--- src/rtl/uart_rxb_pkg.sv ---
// Package: uart_rxb_pkg
// Shared field positions and widths for the UART receive buffer.
// Assumes byte-wide data; the status count field is fixed at 8 bits,
// so DEPTH must not exceed 256.
package uart_rxb_pkg;

    localparam int DATA_W      = 8;

    // control word layout
    localparam int CTRL_W      = 3;
    localparam int CTRL_EN     = 0;
    localparam int CTRL_RXFL   = 1;
    localparam int CTRL_TXFL   = 2;

    // status word layout
    localparam int STAT_CNT_W  = 8;
    localparam int STAT_W      = STAT_CNT_W + 1;

    // error word layout
    localparam int LINE_ERR_W  = 3;
    localparam int ERR_W       = LINE_ERR_W + 1;
    localparam int ERR_BRK     = 3;

    typedef struct packed {
        logic brk;
        logic framing;
        logic parity;
        logic overrun;
    } rxb_err_t;

endpackage

--- src/rtl/uart_rxb_ctrl.sv ---
// Module: uart_rxb_ctrl
// Holds the control word. The enable bit is retained; the two flush bits
// are held for exactly one cycle after being written and then drop to zero.
// Assumes writes arrive as single-cycle strobes.
module uart_rxb_ctrl
    import uart_rxb_pkg::*;
(
    input  logic              clk,
    input  logic              rst_n,
    input  logic              wr_en,
    input  logic [CTRL_W-1:0] wr_data,
    output logic [CTRL_W-1:0] word,
    output logic              fifo_en,
    output logic              rx_flush,
    output logic              tx_flush
);

    logic [CTRL_W-1:0] ctrl_q;

    // control register: load on write, otherwise self-clear the flush bits
    always_ff @(posedge clk) begin
        if (!rst_n) begin
            ctrl_q <= '0;
        end else if (wr_en) begin
            ctrl_q <= wr_data;
        end else begin
            ctrl_q[CTRL_RXFL] <= 1'b0;
            ctrl_q[CTRL_TXFL] <= 1'b0;
        end
    end

    assign word     = ctrl_q;
    assign fifo_en  = ctrl_q[CTRL_EN];
    assign rx_flush = ctrl_q[CTRL_RXFL];
    assign tx_flush = ctrl_q[CTRL_TXFL];

endmodule

--- src/rtl/uart_rxb_store.sv ---
// Module: uart_rxb_store
// Circular byte queue with store and retrieve pointers and an explicit
// occupancy counter. The caller guarantees that push is never asserted
// while full without pop, and pop never while empty. Clear has priority.
module uart_rxb_store #(
    parameter int DEPTH  = 16,
    parameter int DATA_W = 8
) (
    input  logic                       clk,
    input  logic                       rst_n,
    input  logic                       clear,
    input  logic                       push,
    input  logic                       pop,
    input  logic [DATA_W-1:0]          push_data,
    output logic [DATA_W-1:0]          head_data,
    output logic [$clog2(DEPTH+1)-1:0] level,
    output logic                       full,
    output logic                       empty
);

    localparam int PTR_W = (DEPTH > 1) ? $clog2(DEPTH) : 1;
    localparam int CNT_W = $clog2(DEPTH + 1);
    localparam logic [PTR_W-1:0] LAST_IDX = PTR_W'(DEPTH - 1);

    logic [DATA_W-1:0] mem [DEPTH];
    logic [PTR_W-1:0]  wr_ptr, rd_ptr;
    logic [PTR_W-1:0]  wr_ptr_inc, rd_ptr_inc;
    logic [CNT_W-1:0]  cnt_q;

    // pointer advance: free wrap for power-of-two depths, compare otherwise
    generate
        if ((1 << PTR_W) == DEPTH) begin : g_pow2
            assign wr_ptr_inc = wr_ptr + 1'b1;
            assign rd_ptr_inc = rd_ptr + 1'b1;
        end else begin : g_modn
            assign wr_ptr_inc = (wr_ptr == LAST_IDX) ? '0 : wr_ptr + 1'b1;
            assign rd_ptr_inc = (rd_ptr == LAST_IDX) ? '0 : rd_ptr + 1'b1;
        end
    endgenerate

    // storage array write port
    always_ff @(posedge clk) begin
        if (push && !clear) begin
            mem[wr_ptr] <= push_data;
        end
    end

    // store pointer
    always_ff @(posedge clk) begin
        if (!rst_n || clear) begin
            wr_ptr <= '0;
        end else if (push) begin
            wr_ptr <= wr_ptr_inc;
        end
    end

    // retrieve pointer
    always_ff @(posedge clk) begin
        if (!rst_n || clear) begin
            rd_ptr <= '0;
        end else if (pop) begin
            rd_ptr <= rd_ptr_inc;
        end
    end

    // occupancy counter, unchanged on simultaneous push and pop
    always_ff @(posedge clk) begin
        if (!rst_n || clear) begin
            cnt_q <= '0;
        end else begin
            case ({push, pop})
                2'b10:   cnt_q <= cnt_q + 1'b1;
                2'b01:   cnt_q <= cnt_q - 1'b1;
                default: cnt_q <= cnt_q;
            endcase
        end
    end

    assign head_data = mem[rd_ptr];
    assign level     = cnt_q;
    assign full      = (cnt_q == CNT_W'(DEPTH));
    assign empty     = (cnt_q == '0);

endmodule

--- src/rtl/uart_rxb_errstat.sv ---
// Module: uart_rxb_errstat
// Sticky error word. New error bits are OR-ed in; a read strobe clears the
// bits present during the read, while bits arriving in the same cycle stay.
module uart_rxb_errstat
    import uart_rxb_pkg::*;
(
    input  logic             clk,
    input  logic             rst_n,
    input  rxb_err_t         set_bits,
    input  logic             rd_en,
    output logic [ERR_W-1:0] word
);

    logic [ERR_W-1:0] err_q;

    // accumulate errors, clear on read
    always_ff @(posedge clk) begin
        if (!rst_n) begin
            err_q <= '0;
        end else begin
            err_q <= (rd_en ? '0 : err_q) | set_bits;
        end
    end

    assign word = err_q;

endmodule

--- src/rtl/uart_rx_buffer.sv ---
// Module: uart_rx_buffer
// Receive side of a UART register block: queues or holds received bytes,
// builds the status word, data-ready flag and error word, and strobes
// receive and error events. Assumes one deserializer byte per cycle at most
// and single-cycle read strobes from the register decoder.
module uart_rx_buffer
    import uart_rxb_pkg::*;
#(
    parameter int DEPTH = 16
) (
    input  logic                  clk,
    input  logic                  rst_n,
    input  logic                  ctrl_wr_en,
    input  logic [CTRL_W-1:0]     ctrl_wr_data,
    output logic [CTRL_W-1:0]     ctrl_rd_data,
    output logic                  tx_fifo_clear,
    input  logic                  rx_valid,
    input  logic [DATA_W-1:0]     rx_byte,
    input  logic [LINE_ERR_W-1:0] rx_line_err,
    input  logic                  rx_break,
    input  logic                  data_rd_en,
    output logic [DATA_W-1:0]     data_rd_value,
    output logic                  data_ready,
    output logic [STAT_W-1:0]     fifo_status,
    input  logic                  err_rd_en,
    output logic [ERR_W-1:0]      err_status,
    output logic                  rx_event,
    output logic                  err_event
);

    localparam int CNT_W = $clog2(DEPTH + 1);

    logic              fifo_en, rx_flush;
    logic              in_valid;
    logic [DATA_W-1:0] in_byte;
    logic              q_push, q_pop, q_full, q_empty;
    logic [DATA_W-1:0] q_head;
    logic [CNT_W-1:0]  q_level, level_nxt;
    logic              room, dropped, underflow, hold_wr;
    logic [DATA_W-1:0] hold_q;
    logic              rdy_q, rx_ev_q, err_ev_q;
    rxb_err_t          err_set;

    uart_rxb_ctrl u_ctrl (
        .clk      (clk),
        .rst_n    (rst_n),
        .wr_en    (ctrl_wr_en),
        .wr_data  (ctrl_wr_data),
        .word     (ctrl_rd_data),
        .fifo_en  (fifo_en),
        .rx_flush (rx_flush),
        .tx_flush (tx_fifo_clear)
    );

    // incoming byte select: a break enters as a zero byte
    always_comb begin
        in_valid = rx_valid | rx_break;
        in_byte  = rx_break ? '0 : rx_byte;
    end

    // queue admission: pop frees a slot in the same cycle, flush wins
    always_comb begin
        q_pop     = fifo_en & data_rd_en & ~q_empty & ~rx_flush;
        underflow = fifo_en & data_rd_en & q_empty;
        room      = ~q_full | q_pop;
        q_push    = fifo_en & in_valid & room & ~rx_flush;
        dropped   = fifo_en & in_valid & ~room & ~rx_flush;
        hold_wr   = ~fifo_en & in_valid & ~rx_flush;
        level_nxt = q_level + CNT_W'(q_push) - CNT_W'(q_pop);
    end

    uart_rxb_store #(
        .DEPTH  (DEPTH),
        .DATA_W (DATA_W)
    ) u_store (
        .clk       (clk),
        .rst_n     (rst_n),
        .clear     (rx_flush),
        .push      (q_push),
        .pop       (q_pop),
        .push_data (in_byte),
        .head_data (q_head),
        .level     (q_level),
        .full      (q_full),
        .empty     (q_empty)
    );

    // single holding register used while queueing is disabled
    always_ff @(posedge clk) begin
        if (!rst_n) begin
            hold_q <= '0;
        end else if (hold_wr) begin
            hold_q <= in_byte;
        end
    end

    // data-ready flag for both modes
    always_ff @(posedge clk) begin
        if (!rst_n || rx_flush) begin
            rdy_q <= 1'b0;
        end else if (fifo_en) begin
            rdy_q <= (level_nxt != '0);
        end else if (hold_wr) begin
            rdy_q <= 1'b1;
        end else if (data_rd_en) begin
            rdy_q <= 1'b0;
        end
    end

    // event strobes toward the interrupt logic
    always_ff @(posedge clk) begin
        if (!rst_n) begin
            rx_ev_q  <= 1'b0;
            err_ev_q <= 1'b0;
        end else begin
            rx_ev_q  <= q_push | hold_wr;
            err_ev_q <= dropped | underflow;
        end
    end

    // error bits raised by this cycle's input
    always_comb begin
        err_set         = '0;
        err_set.overrun = rx_valid & rx_line_err[0];
        err_set.parity  = rx_valid & rx_line_err[1];
        err_set.framing = rx_valid & rx_line_err[2];
        err_set.brk     = rx_break;
    end

    uart_rxb_errstat u_err (
        .clk      (clk),
        .rst_n    (rst_n),
        .set_bits (err_set),
        .rd_en    (err_rd_en),
        .word     (err_status)
    );

    // read data mux and status word assembly
    always_comb begin
        if (!fifo_en) begin
            data_rd_value = hold_q;
        end else if (q_empty) begin
            data_rd_value = '0;
        end else begin
            data_rd_value = q_head;
        end
        if (q_full) begin
            fifo_status = {1'b1, {STAT_CNT_W{1'b0}}};
        end else begin
            fifo_status = {1'b0, STAT_CNT_W'(q_level)};
        end
    end

    assign data_ready = rdy_q;
    assign rx_event   = rx_ev_q;
    assign err_event  = err_ev_q;

endmodule

--- config.mk ---
export PLATFORM = sky130hd
export DESIGN_NAME = uart_rx_buffer
export DESIGN_NICKNAME = d
export VERILOG_FILES = /design/src/rtl/uart_rxb_pkg.sv /design/src/rtl/uart_rxb_ctrl.sv /design/src/rtl/uart_rxb_store.sv /design/src/rtl/uart_rxb_errstat.sv /design/src/rtl/uart_rx_buffer.sv
export SDC_FILE = /design/constraint.sdc
export NUM_CORES = 1
export LEC_CHECK = 0
export BUFFER_PORTS_ARGS = -buffer_cell sky130_fd_sc_hd__buf_2
export CAP_MARGIN = 30
export CORE_ASPECT_RATIO = 1.5
export CORE_MARGIN = 2
export CORE_UTILIZATION = 54
export CTS_BUF_LIST = sky130_fd_sc_hd__clkbuf_8 sky130_fd_sc_hd__clkbuf_16
export DETAILED_ROUTE_END_ITERATION = 10
export PLACE_DENSITY = 0.75
export SYNTH_ARGS = -nofsm -noshare
export SYNTH_HDL_FRONTEND = slang
export SYNTH_SLANG_ARGS = --single-unit
export TNS_END_PERCENT = 10
--- constraint.sdc ---
create_clock -name clk -period 2.5 [get_ports clk]
set_input_delay 0 -clock clk [delete_from_list [all_inputs] [get_ports clk]]
set_output_delay 0 -clock clk [all_outputs]
set_load 0.05 [all_outputs]
**Word-level counts from Yosys, hierarchy flattened**

Memory sizes are Yosys's and may differ from the RTL's. A register that Yosys moved wholly into a read port is not among the register bits.
Cells that the tools add are included.

- Register bits: 31
- RAM bits: 128
- Bits of input ports: 21
- Output and inout bits: 28
- Word-level logic and storage cells: 66
- Memories kept: 1

- $add $sub $neg: 6
- Equality and inequality tests: 3
- Muxes and demuxes: 13
- Bitwise logic cells: 24
- Reductions and logical operators: 9

Memory list:

| name | depth | bits a word | rd ports | clocked after Yosys merged registers in | wr ports | RTL line | source |
|---|---|---|---|---|---|---|---|
| u_store.mem | 16 | 8 | 1 | 1 | 1 | uart_rxb_store.sv:25 | `logic [DATA_W-1:0] mem [DEPTH];` |

Operator list:

| cell | count |
|---|---|
| two-way mux 8 bit | 3 |
| bitwise AND 1 bit | 14 |
| two-way mux 4 bit | 3 |
| case mux 5 bit (2 select lines) | 1 |
| two-way mux 9 bit | 1 |
| adder 4 x 1 -> 4 bit (second input constant) | 2 |
| adder 5 x 1 -> 5 bit | 1 |
| adder 5 x 1 -> 5 bit (second input constant) | 1 |
| == test 5 bit (second input constant) | 1 |
| logical NOT 5 bit | 1 |
| two-way mux 1 bit | 5 |
| NOT 1 bit | 5 |
| nonzero test 5 bit | 1 |
| subtractor 5 x 1 -> 5 bit | 1 |
| subtractor 5 x 1 -> 5 bit (second input constant) | 1 |
| bitwise OR 1 bit | 4 |
| bitwise OR 4 bit | 1 |
| nonzero test 3 bit | 1 |
| == test 2 x 1 -> 1 bit (second input constant) | 1 |
| == test 2 bit (second input constant) | 1 |
| logical NOT 1 bit | 2 |
| AND reduction 2 bit | 1 |
| nonzero test 2 bit | 1 |
| logical AND 1 bit | 1 |
| logical OR 1 bit | 1 |

**Logic depth before layout (Yosys ltp)**

- Depth in word-level cells: 11
- Depth in mapped cells: 14
- Mapped depth without buffers: 13

**Cells and area by module**

Synthesis repeated with hierarchy kept, for this count alone.

- Cells, all modules: 448
- Area total of the unflattened synthesis: 7,038.0 um2

Modules (own cells, without submodules):

| module | instances | cells each | area each (um2) | seq. area each (um2) |
|---|---|---|---|---|
| uart_rxb_store | 1 | 313 | 5,890.6 | 4,184.0 |
| uart_rx_buffer | 1 | 113 | 898.4 | 220.2 |
| uart_rxb_errstat | 1 | 12 | 135.1 | 80.1 |
| uart_rxb_ctrl | 1 | 10 | 113.9 | 60.1 |

**Least setup slack after synthesis**

Ideal clock, no wire load.

- Path kind: reg-to-reg
- Start: register u_store.cnt_q[3] (netlist: u_store.level[3])
- End: register u_store.cnt_q[4] (netlist: u_store.level[4])
- Library setup time: 0.070 ns
- Arrival time: 2.603 ns
- Required time: 2.430 ns
- Setup slack: -0.173 ns
- Cell stages (with the launch flop): 15
- Path buffers: 1
- Clock period less this slack: 2.673 ns
- Cell sequence: dfxtp_1 > inv_1 > ha_1 > nand4bb_1 > o211a_1 > buf_4 > inv_1 > ha_1 > inv_1 > fa_1 > nor2b_1 > o21ai_0 > nor4b_1 > or3_1 > a21oi_1

- Word-level cells in the longest chain between the ends: 9
- Elaborated cells between the ends (all ways): 15
- Those cells by class: add/sub: 2; eq/ne: 3; mux: 1; bitwise: 7; reduce/logical: 2

RTL lines:

| what | RTL line | source |
|---|---|---|
| start, declared | uart_rxb_store.sv:28 | `logic [CNT_W-1:0] cnt_q;` |
| start signal, assigned | uart_rxb_store.sv:72 | `2'b10: cnt_q <= cnt_q + 1'b1;` |
| start signal, assigned | uart_rxb_store.sv:73 | `2'b01: cnt_q <= cnt_q - 1'b1;` |
| start signal, assigned | uart_rxb_store.sv:74 | `default: cnt_q <= cnt_q;` |
| logical NOT 5 bit | uart_rxb_store.sv:82 | `assign empty = (cnt_q == '0);` |
| NOT 1 bit | uart_rx_buffer.sv:63 | `q_pop = fifo_en & data_rd_en & ~q_empty & ~rx_flush;` |
| bitwise AND 1 bit (2 in a row) | uart_rx_buffer.sv:63 |  |
| bitwise OR 1 bit * | uart_rx_buffer.sv:65 | `room = ~q_full \| q_pop;` |
| bitwise AND 1 bit * (2 in a row) | uart_rx_buffer.sv:66 | `q_push = fifo_en & in_valid & room & ~rx_flush;` |
| net q_push | uart_rx_buffer.sv:36 | `logic q_push, q_pop, q_full, q_empty;` |
| == test 2 x 1 -> 1 bit / == test 2 bit (equally long branches) | uart_rxb_store.sv:71 | `case ({push, pop})` |
| case mux 5 bit (2 select lines) / nonzero test 2 bit (equally long branches) | - |  |

The timed path passes the listed nets; every way through them passes the cells marked *.
A chain may end at the register's enable or synchronous reset.

**Worst setup path in the final report**

- Start: register u_store.cnt_q[3] (netlist: u_store.level[3])
- End: register u_store.cnt_q[4] (netlist: u_store.level[4])

- Word-level cells in the longest chain between the ends: 9
- Elaborated cells between the ends (all ways): 15
- Those cells by class: add/sub: 2; eq/ne: 3; mux: 1; bitwise: 7; reduce/logical: 2

RTL lines:

| what | RTL line |
|---|---|
| logical NOT 5 bit | uart_rxb_store.sv:82 |
| NOT 1 bit | uart_rx_buffer.sv:63 |
| bitwise AND 1 bit (2 in a row) | uart_rx_buffer.sv:63 |
| bitwise OR 1 bit | uart_rx_buffer.sv:65 |
| bitwise AND 1 bit (2 in a row) | uart_rx_buffer.sv:66 |
| == test 2 x 1 -> 1 bit / == test 2 bit (equally long branches) | uart_rxb_store.sv:71 |
| case mux 5 bit (2 select lines) / nonzero test 2 bit (equally long branches) | - |

Several ways; a longest one is shown, not always the timed one.

==> results_dict.tcl <==
set metrics [dict create \
    viasPerCell 5.76 \
    finalHoldViolations 0 \
    grt_pass1_vias 4148 \
    power_density_mw_per_mm2 697 \
    io_pins 49 \
    clockBufferDepth 2 \
    yosysUniqueCellTypes 48 \
    drive_gt1_frac 0.305 \
    grt_pass1_wl_um 22400 \
    drc 0 \
    required_ps 2840 \
    status "complete, but fails checks" \
    violations "setup timing" \
    ys_warn_count 0 \
    worst_setup_path_end_kind "register" \
    grt_max_degree 28 \
    gp_congestion 0.933 \
    rsz0062_at_grt "true" \
    clk_pin_slew_ps 70 \
    fin_skew_ps 7.84 \
    die_x_um 96.8 \
    reg2reg_slack_ps -140 \
    rows 50 \
    dp_hpwl_um 9690 \
    clock_sinks 163 \
    first_iter_violations 249 \
    dieArea_mm2 0.0139 \
    finalWirelength_um 14800 \
    holdPathStages 3 \
    vdd_drop_max_uv 533 \
    cts_tree "yes" \
    coreArea_mm2 0.0126 \
    fmax_mhz 378 \
    crit_type "reg2reg" \
    syn_inst 435 \
    root_buffer "clkbuf_16" \
    worst_pin_slew_ps 760 \
    antenna_left 0 \
    grtUsageTotal 0.219 \
    dieHeight_um 143 \
    fin_nets 575 \
    fin_total_pwr_mw 5.85 \
    hold_class "in2reg" \
    synth_area_mm2 0.00697 \
    fin_crit_ps 2640 \
    max_slew_margin 0.494 \
    cp.arrival_ps 2980 \
    syn_avg_cell_area_um2 16.0 \
    grt_overflow 0 \
    area_delta_synth_final_pct 20.4 \
    drv_cap 0 \
    r2r_cells 13 \
    numCtsBuffers 17 \
    cp-start-kind "register" \
    ys_seq_area_frac 0.652 \
    grt_antenna_before_repair 0 \
    portBuffers 45 \
    slew_violations 0 \
    insertion_delay_ps 420 \
    dr.pass1.iters 5 \
    vias 4070 \
    place_worst_setup_slack_ps -99.8 \
    finalCritPeriodShare 1.06 \
    n_antenna_cell 0 \
    p_leak_nw 3.01 \
    yosys_register_bits 163 \
    crit_path_max_fanout 3 \
    drt-wirelength-per-cell_um 20.9 \
    setup_viol 2 \
    timing.final.ws_setup_ps -143 \
    initial_utilization 0.554 \
    htree_levels 4 \
]
## what timing repair did
action	in CTS	in global routing
pin swaps	1	8
buffers inserted	0	7
gates resized for setup	7	9
endpoints found under the hold margin	17	0
endpoints found under the setup margin	5	3
hold buffers	22	0
## worst max-delay path, stage by stage (launching register included)
cell       delay, ps
dfxtp_2          330
inv_2             80
ha_4             150
nand4bb_1        140
o211a_1          290
inv_2             80
ha_4             160
inv_4             40
fa_2             380
nor2b_2          170
o21ai_2          100
nor4b_4          140
or3_4            390
a21oi_2          130
## sequential cells by signal (all words and copies together) (netlist names), named ones only
register	count
u_ctrl.word	3
hold_q	8
err_event	1
rx_event	1
data_ready	1
u_err.word	4
u_store.rd_ptr	4
u_store.wr_ptr	4
u_store.level	5
u_store.mem	128
## per-layer routing
metal	wire, um	global-route usage	vias up
met3	691	0.0582	36
met5	0	0	-
met1	5650	0.247	2049
li1	-	-	1841
met2	7910	0.385	144
met4	518	0.108	0
## cells in the mapped netlist (all sizes together)
library cell / number / area share
a2111oi: 1 / 0.0013
a211oi: 2 / 0.0022
a21o: 2 / 0.0022
a21oi: 11 / 0.0079
a22oi: 3 / 0.0032
a311oi: 1 / 0.0013
a31oi: 1 / 0.0018
and3: 2 / 0.0018
buf: 19 / 0.026
clkbuf: 10 / 0.0097
conb: 1 / 0.00054
dfxtp: 35 / 0.10
dlymetal6s2s: 1 / 0.0018
edfxtp: 128 / 0.55
fa: 2 / 0.0057
ha: 14 / 0.025
inv: 12 / 0.0065
mux2i: 27 / 0.039
mux4: 30 / 0.10
nand2: 14 / 0.0075
nand2b: 9 / 0.0081
nand3: 1 / 0.00072
nand3b: 1 / 0.0011
nand4: 2 / 0.0018
nand4bb: 1 / 0.0016
nor2: 35 / 0.019
nor2b: 27 / 0.024
nor3: 8 / 0.0057
nor4: 1 / 0.00090
nor4b: 2 / 0.0025
o211a: 1 / 0.0014
o211ai: 1 / 0.0011
o21a: 2 / 0.0022
o21ai: 3 / 0.0022
o21ba: 1 / 0.0014
o221ai: 8 / 0.010
or2b: 3 / 0.0036
or3: 1 / 0.00090
xnor2: 4 / 0.0050
xor2: 8 / 0.010
## metrics by stage
stage / area [um2] / instances / utilization / TNS (ps) / hold WS [ps]
after detailed placement: 7450 / 646 / 0.593 / -104 / 245
after global routing: 8390 / 707 / 0.667 / -382 / 156
after floorplan: 7000 / 437 / - / -3.75 / 127
final: 8390 / 707 / 0.667 / -204 / 136
after global placement: 7450 / 646 / 0.593 / 0 / 246
after CTS: 8290 / 700 / 0.660 / -25.7 / 111
## layout make-up
type | count | area [um2]
well taps | 156 | 195
inverters | 12 | 47.5
repair buffers | 112 | 796
flip-flops and latches | 163 | 4550
clock buffers | 17 | 425
fillers | 838 | 4190
clock inverters | 15 | 166
multi-input cells | 232 | 2210
## layout by cell type, fill, tap and decap left out, types with 2 or more instances in the layout
cell type      synthesis  final
and3_1                 2      2
ha_1                  14     11
xor2_1                 8      8
xnor2_1                4      4
ha_4                   0      3
mux2i_1               27     26
nor3_1                 8      8
a22oi_1                3      3
buf_4                  9     44
o221ai_1               8      8
clkinv_4               0      2
o21ai_0                3      2
o21a_1                 2      2
bufinv_16              0      2
nand4_1                2      2
mux4_2                22     22
or2b_2                 2      2
dfxtp_2                0      3
dlygate4sd3_1          0     22
inv_1                 12      8
inv_2                  0      3
buf_2                  1     45
inv_6                  0      7
nand2_1               14     14
a21oi_1               11     10
conb_1                 1      3
clkbuf_16              0     17
nor2_1                35     35
clkinvlp_4             0      3
nor2b_1               27     26
dfxtp_1               35     31
nand2b_1               9      9
mux4_1                 8      8
fa_2                   0      2
a21o_1                 2      2
edfxtp_1             128    128
## logic make-up (layout without fill, tap and decap cells)
logic type | count (synthesis) | in the layout | synth area share
AOI/OAI and AO/OA | 37 | 37 | 0.0381
xor gates and xnor gates | 12 | 12 | 0.0151
adders and majority gates | 16 | 16 | 0.0309
buffers and inverters | 42 | 156 | 0.0442
DFF | 163 | 163 | 0.652
muxes | 57 | 57 | 0.140
other | 1 | 3 | 0.000538
and+or+nand+nor | 107 | 107 | 0.0793
## power by group
part / internal, mW / switching, mW
clock network: 1.49 / 1.07
registers: 2.94 / 0.0141
logic: 0.121 / 0.208
## final timing paths
kind | endpoint | start
max | u_store.level[4] | u_store.level[3]
min | u_store.mem[8][2] | rx_byte[2]
max reg2reg | u_store.level[4] | u_store.level[3]
min reg2reg | register | u_store.rd_ptr[3]
Note: power is estimated with default switching activity, not from simulation.
